File: src/rtl/intr_regset_pkg.sv
package intr_regset_pkg;

  localparam int EVT_W = 7;
  typedef logic [EVT_W-1:0] evt_t;

  localparam int BIT_MODE_FAULT = 1;
  localparam int BIT_TX_LOW     = 2;
  localparam int BIT_TX_FULL    = 3;
  localparam int BIT_RX_AVAIL   = 4;

  localparam evt_t EVT_ALL = '1;
  localparam evt_t LEVEL_BITS = evt_t'((1 << BIT_TX_LOW) | (1 << BIT_TX_FULL) | (1 << BIT_RX_AVAIL));

  // Clear first, then set: a same-cycle event survives a clear.
  function automatic evt_t status_next(evt_t cur, evt_t clr, evt_t set);
    return (cur & ~clr) | set;
  endfunction

  function automatic evt_t mask_next(evt_t cur, evt_t add, evt_t drop);
    return (cur | add) & ~drop;
  endfunction

  function automatic logic irq_any(evt_t st, evt_t mk);
    return |(st & mk);
  endfunction

endpackage

File: src/rtl/intr_evt_capture.sv
module intr_evt_capture
  import intr_regset_pkg::*;
#(
  parameter evt_t LEVEL_SEL = LEVEL_BITS
) (
  input  logic clk,
  input  logic rst_n,
  input  evt_t evt_in,
  output evt_t set_vec
);

  for (genvar i = 0; i < EVT_W; i++) begin : g_bit
    if (LEVEL_SEL[i]) begin : g_level
      assign set_vec[i] = evt_in[i];
    end else begin : g_edge
      logic prev_q;
      always_ff @(posedge clk) begin
        if (!rst_n) prev_q <= 1'b0;
        else        prev_q <= evt_in[i];
      end
      assign set_vec[i] = evt_in[i] & ~prev_q;
    end
  end

endmodule

File: src/rtl/intr_reg_decode.sv
module intr_reg_decode
  import intr_regset_pkg::*;
#(
  parameter int ADDR_W = 8,
  parameter int DATA_W = 32,
  parameter logic [ADDR_W-1:0] OFS_STATUS  = 'h04,
  parameter logic [ADDR_W-1:0] OFS_ENABLE  = 'h08,
  parameter logic [ADDR_W-1:0] OFS_DISABLE = 'h0C,
  parameter logic [ADDR_W-1:0] OFS_MASK    = 'h10
) (
  input  logic              wr_en,
  input  logic [ADDR_W-1:0] wr_addr,
  input  evt_t              wr_data,
  input  logic [ADDR_W-1:0] rd_addr,
  input  evt_t              status,
  input  evt_t              mask,
  output evt_t              stat_clr,
  output evt_t              en_set,
  output evt_t              dis_clr,
  output logic [DATA_W-1:0] rd_data
);

  localparam int PAD_W = DATA_W - EVT_W;

  logic hit_stat, hit_en, hit_dis;

  always_comb begin
    hit_stat = wr_en && (wr_addr == OFS_STATUS);
    hit_en   = wr_en && (wr_addr == OFS_ENABLE);
    hit_dis  = wr_en && (wr_addr == OFS_DISABLE);
    stat_clr = hit_stat ? wr_data : '0;
    en_set   = hit_en   ? wr_data : '0;
    dis_clr  = hit_dis  ? wr_data : '0;
  end

  always_comb begin
    if (rd_addr == OFS_STATUS)    rd_data = {{PAD_W{1'b0}}, status};
    else if (rd_addr == OFS_MASK) rd_data = {{PAD_W{1'b0}}, mask};
    else                          rd_data = '0;
  end

endmodule

File: src/rtl/intr_status_reg.sv
module intr_status_reg
  import intr_regset_pkg::*;
(
  input  logic clk,
  input  logic rst_n,
  input  evt_t set_vec,
  input  evt_t clr_vec,
  output evt_t status_q
);

  always_ff @(posedge clk) begin
    if (!rst_n) status_q <= '0;
    else        status_q <= status_next(status_q, clr_vec, set_vec);
  end

endmodule

File: src/rtl/intr_mask_reg.sv
module intr_mask_reg
  import intr_regset_pkg::*;
(
  input  logic clk,
  input  logic rst_n,
  input  evt_t add_vec,
  input  evt_t drop_vec,
  output evt_t mask_q
);

  always_ff @(posedge clk) begin
    if (!rst_n) mask_q <= '0;
    else        mask_q <= mask_next(mask_q, add_vec, drop_vec);
  end

endmodule

File: src/rtl/intr_regset.sv
module intr_regset
  import intr_regset_pkg::*;
#(
  parameter int ADDR_W = 8,
  parameter int DATA_W = 32
) (
  input  logic              clk,
  input  logic              rst_n,
  input  logic              wr_en,
  input  logic [ADDR_W-1:0] wr_addr,
  input  logic [EVT_W-1:0]  wr_data,
  input  logic [ADDR_W-1:0] rd_addr,
  output logic [DATA_W-1:0] rd_data,
  input  logic [EVT_W-1:0]  evt_in,
  output logic              irq_o
);

  // Named internal events, visible to the bound checker.
  evt_t set_vec;
  evt_t stat_clr, en_set, dis_clr;
  evt_t status_q, mask_q;

  intr_evt_capture #(.LEVEL_SEL(LEVEL_BITS)) cap_i (
    .clk(clk), .rst_n(rst_n), .evt_in(evt_in), .set_vec(set_vec)
  );

  intr_reg_decode #(.ADDR_W(ADDR_W), .DATA_W(DATA_W)) dec_i (
    .wr_en(wr_en), .wr_addr(wr_addr), .wr_data(wr_data), .rd_addr(rd_addr),
    .status(status_q), .mask(mask_q),
    .stat_clr(stat_clr), .en_set(en_set), .dis_clr(dis_clr), .rd_data(rd_data)
  );

  intr_status_reg stat_i (
    .clk(clk), .rst_n(rst_n), .set_vec(set_vec), .clr_vec(stat_clr), .status_q(status_q)
  );

  intr_mask_reg mask_i (
    .clk(clk), .rst_n(rst_n), .add_vec(en_set), .drop_vec(dis_clr), .mask_q(mask_q)
  );

  always_ff @(posedge clk) begin
    if (!rst_n) irq_o <= 1'b0;
    else        irq_o <= irq_any(status_q, mask_q);
  end

endmodule

File: config.mk
export PLATFORM = sky130hd
export DESIGN_NAME = intr_regset
export DESIGN_NICKNAME = d
export VERILOG_FILES = /design/src/rtl/intr_regset_pkg.sv /design/src/rtl/intr_evt_capture.sv /design/src/rtl/intr_reg_decode.sv /design/src/rtl/intr_status_reg.sv /design/src/rtl/intr_mask_reg.sv /design/src/rtl/intr_regset.sv
export SDC_FILE = /design/constraint.sdc
export NUM_CORES = 1
export LEC_CHECK = 0
export ABC_CLOCK_PERIOD_IN_PS = 1600
export BUFFER_PORTS_ARGS = -buffer_cell sky130_fd_sc_hd__buf_2
export CAP_MARGIN = 30
export CORE_AREA = 3 3 62 64
export DETAILED_ROUTE_END_ITERATION = 10
export DIE_AREA = 0 0 65 67
export PLACE_DENSITY_LB_ADDON = 0.25
export SETUP_SLACK_MARGIN = 0.3
export SYNTH_ARGS = -nofsm -noshare
export SYNTH_HDL_FRONTEND = slang
export SYNTH_HIERARCHICAL = 1
export SYNTH_SLANG_ARGS = --single-unit
File: constraint.sdc
create_clock -name clk -period 1.6 [get_ports clk]
set_clock_uncertainty 0.15 [all_clocks]
set_input_delay 0.24 -clock clk [delete_from_list [all_inputs] [get_ports clk]]
set_output_delay 0.24 -clock clk [all_outputs]
set_load 0.02 [all_outputs]
==> impl_metrics.ini <==
[outcome]
outcome = finished with violations
violations_in_the_final_reports = setup timing

[grt]
grt_max_degree = 20
grt_antenna_before_repair = 0
via_count_of_the_first_global_routing_pass = 1202
track_usage_pct = 15.2
grt_first_pass_wirelength_um = 5150
grt.overflow.total = 0

[routing]
wl_per_cell_um = 13.5
detail_route.wirelength_um = 3380
drt-pass1-iter-count = 5
detail_route.drc_violations = 0
route.detailed.vias_per_inst = 5.02
detail_route.iter0.violations = 24
detailroute.via_count = 1259
postRouteAntennaNets = 0

[worst_setup_path]
critPathCaptureType = primary output
timing.critical_path.cells = buf_6 > or4_4 > a2111oi_4 > buf_4
delay_of_the_slowest_cell_on_the_worst_path_ns = 0.65
r2r_setup_slack_ns = 0.51
critPathSlowestCell = sky130_fd_sc_hd__or4_4
worst-endpoint-required_ns = 1.21
sort_of_element_at_the_start_of_the_critical_path = input pin
timing.critical_path.arrival_ns = 1.41
path_class = input pin to primary output
rr_endpoint = irq_o
regToRegStartpoint = mask_i/mask_q[1]
critPathCapture = rd_data[3]
crit_start = rd_addr[6]
worst-path-max-fanout = 7
worst-r2r-cell-count = 3

[logic_synthesis]
flop_and_latch_count_out_of_synthesis = 19
synthDominantAreaCellType = sky130_fd_sc_hd__dfxtp_1
post_synth_instance_area_mm2 = 0.00138
syn_avg_cell_area_um2 = 8.76
netlist-cell-type-count = 28
post_synth_main_area_contributors = sky130_fd_sc_hd__dfxtp_1, sky130_fd_sc_hd__buf_4, sky130_fd_sc_hd__nor4_2, sky130_fd_sc_hd__nand3b_1, sky130_fd_sc_hd__nor3b_2
yosysTopAreaCellShare_pct = 27.5
yosysSeqAreaShare_pct = 27.5
postSynthCellCount = 158
yosys_warns = 6

[floorplanning]
vertical_die_dimension_um = 67
rows = 21
effective_utilization_at_floorplan_pct = 41.5
die_width_um = 65
dieArea_mm2 = 0.00436
core-area_mm2 = 0.00334
boundaryPins = 66

[placement]
finalWeightedCongestion = 0.775
place.detailed.hpwl_um = 2510
place.port_buffers = 40

[sta]
slew-limit-headroom_pct = 52.6
holdWs_ns = 0.137
timing_worst_slew_pin_value_ns = 0.711
finalMaxSlewViolations = 0
post_layout_minimum_cycle_time_ns = 1.80
final_setup_violation_count = 7
timing.fmax_mhz = 557
final_total_negative_setup_slack_ns = -1.28
hold_viol = 0
final_critical_path_setup_slack_ns = -0.196
finalCritPeriodShare_pct = 112
rsz_0062_raised_after_global_routing = yes

[layout]
area_growth_syn_to_layout_pct = 43.4
final_common_cell = sky130_fd_sc_hd__buf_2
final_layout_size_suffix_gt1_share_pct = 43.4
mostFrequentLayoutCells = sky130_fd_sc_hd__buf_2, sky130_fd_sc_hd__conb_1, sky130_fd_sc_hd__dfxtp_1, sky130_fd_sc_hd__nand3b_1, sky130_fd_sc_hd__nor4_4
num_antenna_cells = 0
fillers = 334
finalNetCount = 239

[clocking]
tritoncts = built
cts_root_buffer = sky130_fd_sc_hd__clkbuf_4
clk_pin_slew_ns = 0.12
clock_tree.buffer_depth = 2
cts_buffers = 3
h-tree-depth = 1
worst_skew_pair.late_latency_ns = 0.31
clock_sink_count = 19

[power_and_ir_drop]
power_leakage_nw = 0.750
pwr_density_cell_mw_per_mm2 = 515
vdd.ir_drop.worst_uv = 390

[flow_run]
timing.max_cap.violations = 0

[worst_hold_path]
class_of_the_tightest_hold_or_removal_check = input pin to register
-- worst max-delay path, delay by kind of cell --
family	cells	cell delay [ns]
AO/OA/AOI/OAI	1	0.23
AND/OR/NAND/NOR	1	0.65
buffers and inverters	2	0.29
-- cells by family (layout without fill, tap and decap cells) --
logic type	after synthesis	after routing	synth area share, %
other cells	1	25	0.271
compound gates	18	18	11.5
buf+inv	44	67	20.3
simple gates	76	76	40.5
flops	19	19	27.5
-- power breakdown --
group | switching, mW | total, mW | internal (mW)
sequential | 0.0131 | 0.505 | 0.492
clock | 0.156 | 0.250 | 0.0934
combinational | 0.171 | 0.267 | 0.0962
-- cells in the mapped netlist --
cell / n
sky130_fd_sc_hd__or2_2: 1
sky130_fd_sc_hd__buf_1: 2
sky130_fd_sc_hd__nor2b_1: 11
sky130_fd_sc_hd__nor2_1: 7
sky130_fd_sc_hd__a222oi_1: 1
sky130_fd_sc_hd__a31oi_1: 1
sky130_fd_sc_hd__inv_1: 8
sky130_fd_sc_hd__a2111oi_1: 6
sky130_fd_sc_hd__nor4_1: 5
sky130_fd_sc_hd__buf_4: 28
sky130_fd_sc_hd__conb_1: 1
sky130_fd_sc_hd__o21a_1: 7
sky130_fd_sc_hd__nor3_1: 7
sky130_fd_sc_hd__a22oi_1: 2
sky130_fd_sc_hd__or4_1: 1
sky130_fd_sc_hd__a2111oi_2: 1
sky130_fd_sc_hd__buf_2: 2
sky130_fd_sc_hd__nor4_2: 9
sky130_fd_sc_hd__and2_1: 4
sky130_fd_sc_hd__or4_4: 1
sky130_fd_sc_hd__clkbuf_1: 3
sky130_fd_sc_hd__nand2_1: 7
sky130_fd_sc_hd__nor3b_2: 7
sky130_fd_sc_hd__dfxtp_1: 19
sky130_fd_sc_hd__nand3b_1: 14
sky130_fd_sc_hd__buf_6: 1
sky130_fd_sc_hd__nand4bb_1: 1
sky130_fd_sc_hd__nand2b_1: 1
-- flip-flops by register name (all words and copies together) (netlist names) --
name,cells
cap_i/g_bit.g_edge.prev_q,4
mask_i/mask_q,7
irq_o,1
stat_i/status_q,7
-- layout make-up --
cell class / count / area, µm² / share of cell area [%]
Inverter: 8 / 30.0 / 1.51
Clock inverter: 1 / 5.00 / 0.252
Multi-Input combinational cell: 119 / 1090 / 54.9
Clock buffer: 3 / 22.5 / 1.13
Timing Repair Buffer: 55 / 394 / 19.9
Sequential cell: 19 / 385 / 19.4
Tap cell: 46 / 57.6 / 2.90
-- metrics by stage --
stage	power, mW	cell area (µm²)	utilization, %	setup WS [ns]	cells
after floorplan	0.708	1640	-	-0.0459	182
after global placement	0.730	1690	50.7	-0.192	239
after detailed placement	0.737	1690	50.7	-0.231	239
after CTS	1.03	1950	58.3	-0.203	251
after global routing	1.07	1980	59.5	-0.236	251
final	1.02	1980	59.5	-0.196	251
-- metal layers --
layer  vias to the layer above  global-route usage, %  wire length (µm)
met5                         -                      0                 0
met4                         0                   6.60                75
met3                         9                   3.71               165
met2                        40                   30.0              1970
met1                       605                   14.8              1160
li1                        605                      -                 -
-- repair_timing --
item                                   4_1_cts  5_1_grt
gates resized for setup                     27        8
hold buffers                                 7        0
pin swaps                                   17        8
setup endpoints to repair                   21       21
endpoints found under the hold margin        7        0
buffers inserted                             1        0
-- how the worst min path moves through the flow --
stage / to / cells past startpoint / start / slack [ns]
after floorplan: irq_o / 2 / rst_n / 0.20
after global placement: stat_i/status_q[3] / 2 / evt_in[3] / 0.30
after detailed placement: stat_i/status_q[2] / 2 / evt_in[2] / 0.31
after CTS: irq_o / 3 / rst_n / 0.12
after global routing: stat_i/status_q[5] / 2 / rst_n / 0.15
final: irq_o / 3 / rst_n / 0.14
(Power assumes the default switching activity.)
